[src/rtl/dor_pkg.sv]
package dor_pkg;
  localparam int NPIN   = 6;
  localparam int DW     = 32;
  localparam int SRC_W  = 8;
  localparam int BSEL_W = 5;
  localparam int AW     = 4;

  localparam logic [AW-1:0] A_CTRL = 4'd0;
  localparam logic [AW-1:0] A_RT0  = 4'd1;
  localparam logic [AW-1:0] A_POL  = 4'd7;
  localparam logic [AW-1:0] A_STAT = 4'd8;
  localparam logic [AW-1:0] A_HW   = 4'd9;

  typedef struct packed {
    logic [SRC_W-1:0]  src;
    logic [BSEL_W-1:0] bsel;
  } route_t;

  typedef enum logic [1:0] {S_LOAD, S_REQ, S_WAIT} scan_st_t;
endpackage

[src/rtl/dor_regs.sv]
module dor_regs
  import dor_pkg::*;
#(
  parameter int N = NPIN
)(
  input  logic             clk,
  input  logic             rst,
  input  logic             wr,
  input  logic [AW-1:0]    addr,
  input  logic [DW-1:0]    wdata,
  input  logic [N-1:0]     pin_val,
  input  logic             hw_ovl,
  input  logic             hw_sup,
  output logic [N-1:0]     ctrl,
  output logic [N-1:0]     pol,
  output route_t [N-1:0]   route,
  output logic [DW-1:0]    rdata
);
  logic [1:0] hw_q;

  always_ff @(posedge clk) begin
    if (rst) begin
      ctrl  <= '0;
      pol   <= '0;
      route <= '0;
      hw_q  <= '0;
    end else begin
      hw_q <= {hw_sup, hw_ovl};
      if (wr) begin
        if (addr == A_CTRL) ctrl <= wdata[N-1:0];
        if (addr == A_POL)  pol  <= wdata[N-1:0];
        for (int i = 0; i < N; i++) begin
          if (addr == A_RT0 + AW'(i)) begin
            route[i].src  <= wdata[16 +: SRC_W];
            route[i].bsel <= wdata[BSEL_W-1:0];
          end
        end
      end
    end
  end

  always_comb begin
    rdata = '0;
    if (addr == A_CTRL) rdata[N-1:0] = ctrl;
    if (addr == A_POL)  rdata[N-1:0] = pol;
    if (addr == A_STAT) rdata[N-1:0] = pin_val;
    if (addr == A_HW)   rdata[1:0]   = hw_q;
    for (int i = 0; i < N; i++) begin
      if (addr == A_RT0 + AW'(i)) begin
        rdata[16 +: SRC_W]    = route[i].src;
        rdata[BSEL_W-1:0]     = route[i].bsel;
      end
    end
  end
endmodule

[src/rtl/dor_scan.sv]
module dor_scan
  import dor_pkg::*;
#(
  parameter int N       = NPIN,
  parameter int SRC_MAX = 254
)(
  input  logic              clk,
  input  logic              rst,
  input  route_t [N-1:0]    route,
  output logic              rq_valid,
  input  logic              rq_ready,
  output logic [SRC_W-1:0]  rq_reg,
  input  logic              rs_valid,
  input  logic [DW-1:0]     rs_data,
  output logic [N-1:0]      en,
  output logic [N-1:0]      routed
);
  localparam int IW = (N > 1) ? $clog2(N) : 1;

  scan_st_t      st;
  logic [IW-1:0] idx;
  route_t        cur;
  logic          cur_en;

  function automatic logic in_range(logic [SRC_W-1:0] s);
    return (s != '0) && (s <= SRC_W'(SRC_MAX));
  endfunction

  for (genvar g = 0; g < N; g++) begin : g_en
    assign en[g] = in_range(route[g].src);
  end

  assign cur_en   = in_range(cur.src);
  assign rq_valid = (st == S_REQ) && cur_en;
  assign rq_reg   = cur.src;

  always_ff @(posedge clk) begin
    if (rst) begin
      st     <= S_LOAD;
      idx    <= '0;
      cur    <= '0;
      routed <= '0;
    end else begin
      case (st)
        S_LOAD: begin
          cur <= route[idx];
          st  <= S_REQ;
        end
        S_REQ: begin
          if (!cur_en) begin
            idx <= (idx == IW'(N-1)) ? '0 : idx + 1'b1;
            st  <= S_LOAD;
          end else if (rq_ready) begin
            st <= S_WAIT;
          end
        end
        S_WAIT: begin
          if (rs_valid) begin
            routed[idx] <= rs_data[cur.bsel];
            idx <= (idx == IW'(N-1)) ? '0 : idx + 1'b1;
            st  <= S_LOAD;
          end
        end
        default: st <= S_LOAD;
      endcase
    end
  end
endmodule

[src/rtl/dor_out.sv]
module dor_out #(
  parameter int N = 6
)(
  input  logic         clk,
  input  logic         rst,
  input  logic [N-1:0] ctrl,
  input  logic [N-1:0] en,
  input  logic [N-1:0] routed,
  input  logic [N-1:0] pol,
  output logic [N-1:0] dout
);
  logic [N-1:0] sel;

  for (genvar g = 0; g < N; g++) begin : g_sel
    assign sel[g] = en[g] ? routed[g] : ctrl[g];
  end

  always_ff @(posedge clk) begin
    if (rst) dout <= '0;
    else     dout <= sel ^ pol;
  end
endmodule

[src/rtl/dout_router.sv]
module dout_router
  import dor_pkg::*;
(
  input  logic              clk,
  input  logic              rst,
  input  logic              hst_wr,
  input  logic [AW-1:0]     hst_addr,
  input  logic [DW-1:0]     hst_wdata,
  output logic [DW-1:0]     hst_rdata,
  output logic              rq_valid,
  input  logic              rq_ready,
  output logic [SRC_W-1:0]  rq_reg,
  input  logic              rs_valid,
  input  logic [DW-1:0]     rs_data,
  input  logic              hw_ovl,
  input  logic              hw_sup,
  output logic [NPIN-1:0]   dout
);
  logic [NPIN-1:0]  ctrl, pol, en, routed;
  route_t [NPIN-1:0] route;

  dor_regs #(.N(NPIN)) u_regs (
    .clk(clk), .rst(rst), .wr(hst_wr), .addr(hst_addr), .wdata(hst_wdata),
    .pin_val(dout), .hw_ovl(hw_ovl), .hw_sup(hw_sup),
    .ctrl(ctrl), .pol(pol), .route(route), .rdata(hst_rdata)
  );

  dor_scan #(.N(NPIN), .SRC_MAX(254)) u_scan (
    .clk(clk), .rst(rst), .route(route),
    .rq_valid(rq_valid), .rq_ready(rq_ready), .rq_reg(rq_reg),
    .rs_valid(rs_valid), .rs_data(rs_data),
    .en(en), .routed(routed)
  );

  dor_out #(.N(NPIN)) u_out (
    .clk(clk), .rst(rst), .ctrl(ctrl), .en(en), .routed(routed),
    .pol(pol), .dout(dout)
  );
endmodule

[config.mk]
export PLATFORM = sky130hd
export DESIGN_NAME = dout_router
export DESIGN_NICKNAME = d
export VERILOG_FILES = /design/src/rtl/dor_pkg.sv /design/src/rtl/dor_regs.sv /design/src/rtl/dor_scan.sv /design/src/rtl/dor_out.sv /design/src/rtl/dout_router.sv
export SDC_FILE = /design/constraint.sdc
export NUM_CORES = 1
export LEC_CHECK = 0
export CORE_MARGIN = 5
export CORE_UTILIZATION = 25
export CTS_CLUSTER_SIZE = 30
export DETAILED_ROUTE_END_ITERATION = 12
export PLACE_DENSITY = 0.48
export SYNTH_ARGS = -nofsm -noshare
export SYNTH_HDL_FRONTEND = slang
export SYNTH_SLANG_ARGS = --single-unit
[constraint.sdc]
create_clock -name clk -period 4.85 [get_ports clk]
set_input_delay 0.97 -clock clk [delete_from_list [all_inputs] [get_ports clk]]
set_output_delay 0.97 -clock clk [all_outputs]
set_load 0.02 [all_outputs]
==> impl_metrics.toml <==
[synthesis]
asyncSetResetFlopFracSynth_pct = 0
number_of_enable_flip_flop_cells_after_synthesis = 0
synth-main-ff-cell = "sky130_fd_sc_hd__dfxtp_1"
seq_area_frac_synth_pct = 36.51
synth_area_mm2 = 0.006689
yosys_register_bits = 122
post_synth_num_cell_types = 50
synth.avg_cell_area_um2 = 7.796
synth_cells = 858
yosys_warnings = 0

[die]
boundaryPins = 122
die_area_mm2 = 0.03013
start_util_pct = 25.52
core_area_mm2 = 0.02621
core.rowCount = 59
die_h_um = 173.6
die_width_um = 173.6

[routing]
drt.antenna.violating_nets = 0
detail_route.iter0.violations = 410
wirelength_routed_um = 22030
wire_per_inst_um = 17.57
detailedRoute.firstPassIterationCount = 5
drt-vias-per-instance = 4.947
post-route-drc-count = 0
routed-via-count = 6204

[cells_and_area]
final_common_cell = "sky130_fd_sc_hd__nand2_1"
layout-drive-gt1-share_pct = 9.032
largest_register_ff_count = 78
insertedDiodeCount = 0
fillers = 2775
most-common-layout-cells = "183 x sky130_fd_sc_hd__nand2_1, 121 x sky130_fd_sc_hd__dfxtp_1, 115 x sky130_fd_sc_hd__a21oi_1, 84 x sky130_fd_sc_hd__clkdlybuf4s50_1, 71 x sky130_fd_sc_hd__nor2_1"
area_growth_pct = 24.90
nets = 982

[sta]
finalSetupViolCount = 0
tns_ns = 0
worst_pin_slew_ns = 1.026
grt_setup_unrepaired = "no"
slew_violations = 0
worst_slew_margin_rel_pct = 31.62
timing.fmax_mhz = 220.1
period_minus_slack_ns = 4.543
timing.final.hold_violations = 0
finClkSkew_ns = 0.01092
final.setup.worst_slack_ns = 0.3069
post-route-period-util_pct = 93.67

[clocking]
postCtsSetupBuffers = 0
cts_tree = "built"
clkSlewWorstSetupHoldPaths_ns = 0.06
htree_levels = 4
cts.sinks = 122
number_of_buffers_added_to_fix_hold_violations_after_cts = 0
count_of_cells_resized_by_post_cts_repair = 0
cts-buffers-inserted = 17
cts_buffer_depth = 2
root_buf_cell = "sky130_fd_sc_hd__clkbuf_16"
insertion_delay_ns = 0.42

[outcome]
status = "finished, final reports clean"

[flow_run]
maxCapViolations = 0

[placement]
port_buffers = 85
hpwl_detailed_um = 16000
gpl.final_weighted_congestion = 0.8065
pre_cts_ws_ns = 0.2823

[setup_path]
start_kind = "input pin"
worst_setup_path_end_kind = "output pin"
worst_r2r_setup_slack_ns = 2.33
critical_path_arrival_ns = 3.57
critical_path_required_ns = 3.88
ff2ff_path_depth = 6
critical_path.reg2reg.startpoint = "u_scan.cur[1]$_SDFFE_PP0P_"
crit_type = "input pin to output pin"
worstReg2RegEnd = "u_scan.routed[3]$_SDFFE_PP0P_"
critPathMaxFanout = 37

[hold_path]
min_path_cells = 2
worstHoldEndpoint = "u_regs.route[41]$_SDFFE_PP0P_"
min_path_type = "flop to flop"
min-delay-start = "u_regs.route[41]$_SDFFE_PP0P_"

[pwr]
power.ir.vdd_worst_uv = 229.0
pwr_density_cell_mw_per_mm2 = 345.4
p_leak_nw = 2.760

[global_routing]
antenna_found_initial = 0
grt-ovfl-total = 0
grt_max_degree = 90
groute.layer.met3.usage_pct = 3.664
global_route.peak_usage_layer = "met2"
grt_pass1_wl_um = 34950
met1_usage_pct = 20.64
grt_use_met2_pct = 21.25
grt_usage_pct = 14.49
first_global_vias = 5937
## where the power goes
| part | internal (mW) | switching [mW] |
|---|---|---|
| Sequential | 1.03 | 0.0611 |
| Clock | 0.954 | 0.466 |
| Combinational | 0.178 | 0.196 |
## worst max-delay path, cell delays in order
cell                              delay (ns)
sky130_fd_sc_hd__clkdlybuf4s50_1        0.60
sky130_fd_sc_hd__buf_12                 0.24
sky130_fd_sc_hd__nor2b_1                0.09
sky130_fd_sc_hd__a22oi_1                0.23
sky130_fd_sc_hd__o221ai_1               0.15
sky130_fd_sc_hd__o21ai_0                0.27
sky130_fd_sc_hd__a21oi_1                0.11
sky130_fd_sc_hd__a221o_1                0.32
sky130_fd_sc_hd__clkdlybuf4s50_1        0.56
## synth_stat cells (2+ instances only)
master                       n  share of area, %
sky130_fd_sc_hd__a22oi_1    12               1.3
sky130_fd_sc_hd__o221ai_1   14               1.8
sky130_fd_sc_hd__and3_1      3              0.28
sky130_fd_sc_hd__a22o_1      3              0.39
sky130_fd_sc_hd__clkbuf_1   50               2.8
sky130_fd_sc_hd__inv_1      18               1.0
sky130_fd_sc_hd__a21oi_1   115               8.6
sky130_fd_sc_hd__buf_2       8              0.60
sky130_fd_sc_hd__dfxtp_1   122                37
sky130_fd_sc_hd__buf_4      27               3.0
sky130_fd_sc_hd__xor2_1      6              0.79
sky130_fd_sc_hd__nor4_1     14               1.3
sky130_fd_sc_hd__nor3b_1     3              0.34
sky130_fd_sc_hd__a221oi_1    8               1.0
sky130_fd_sc_hd__o21ai_1     6              0.45
sky130_fd_sc_hd__mux4_2     17               5.7
sky130_fd_sc_hd__nor2b_1    14               1.3
sky130_fd_sc_hd__o21ai_0    40               3.0
sky130_fd_sc_hd__nand3b_1    2              0.22
sky130_fd_sc_hd__o32ai_1     3              0.39
sky130_fd_sc_hd__or3_1       4              0.37
sky130_fd_sc_hd__nor2_1     71               4.0
sky130_fd_sc_hd__nand2b_1    8              0.75
sky130_fd_sc_hd__nand2_1   183                10
sky130_fd_sc_hd__mux2_2      8               1.3
sky130_fd_sc_hd__nand3_1    13              0.97
sky130_fd_sc_hd__or2_2       6              0.56
sky130_fd_sc_hd__nand4_1    15               1.4
sky130_fd_sc_hd__mux2i_1    44               6.6
## kinds of logic (layout without fill, tap and decap cells)
kind of cell	after synthesis	count (layout)	share of synthesized area (%)
simple gates	341	341	22.41
compound gates	213	213	18.61
flops	122	122	36.51
buf+inv	106	150	7.968
mux	69	69	13.66
xor+xnor	6	6	0.7856
other cells	1	18	0.05606
## stage by stage
stage               instances  hold slack [ns]  area, um^2  total power [mW]  util (%)
finish                   1254           0.4747        8354             2.886     31.88
global route             1254           0.4933        8354             3.007     31.88
CTS                      1254           0.4706        8354             2.919     31.88
detailed placement       1223           0.4630        7701             1.489     29.39
global placement         1223           0.4589        7701             1.487     29.39
floorplan                 875           0.4414        6753             1.354         -
## area by class of cell
class / instances / area [um^2] / area share [%]
clock buffer: 17 / 425.4 / 5.092
clock inverter: 14 / 227.7 / 2.726
inverter: 18 / 67.56 / 0.8087
multi-input combinational: 647 / 3777 / 45.21
sequential: 122 / 2444 / 29.25
tap: 335 / 419.2 / 5.017
timing repair buffer: 101 / 993.5 / 11.89
## metal layers
| metal | share of wire [%] | vias to the layer above |
|---|---|---|
| li1 | - | 3086 |
| met1 | 49 | 2919 |
| met2 | 43 | 180 |
| met3 | 6.0 | 19 |
| met4 | 2.1 | 0 |
| met5 | 0 | - |
## worst max path at each step
stage	end	slack, ns	start	cells past startpoint
5_1_grt	hst_rdata[1]	0.16	hst_addr[0]	9
3_3_place_gp	hst_rdata[1]	0.29	hst_addr[0]	9
3_5_place_dp	hst_rdata[1]	0.28	hst_addr[0]	9
6_report	hst_rdata[1]	0.31	hst_addr[0]	9
2_1_floorplan	hst_rdata[5]	1.41	hst_addr[1]	6
4_1_cts	hst_rdata[1]	0.29	hst_addr[0]	9
No activity file was read; power rests on OpenSTA's default activity.
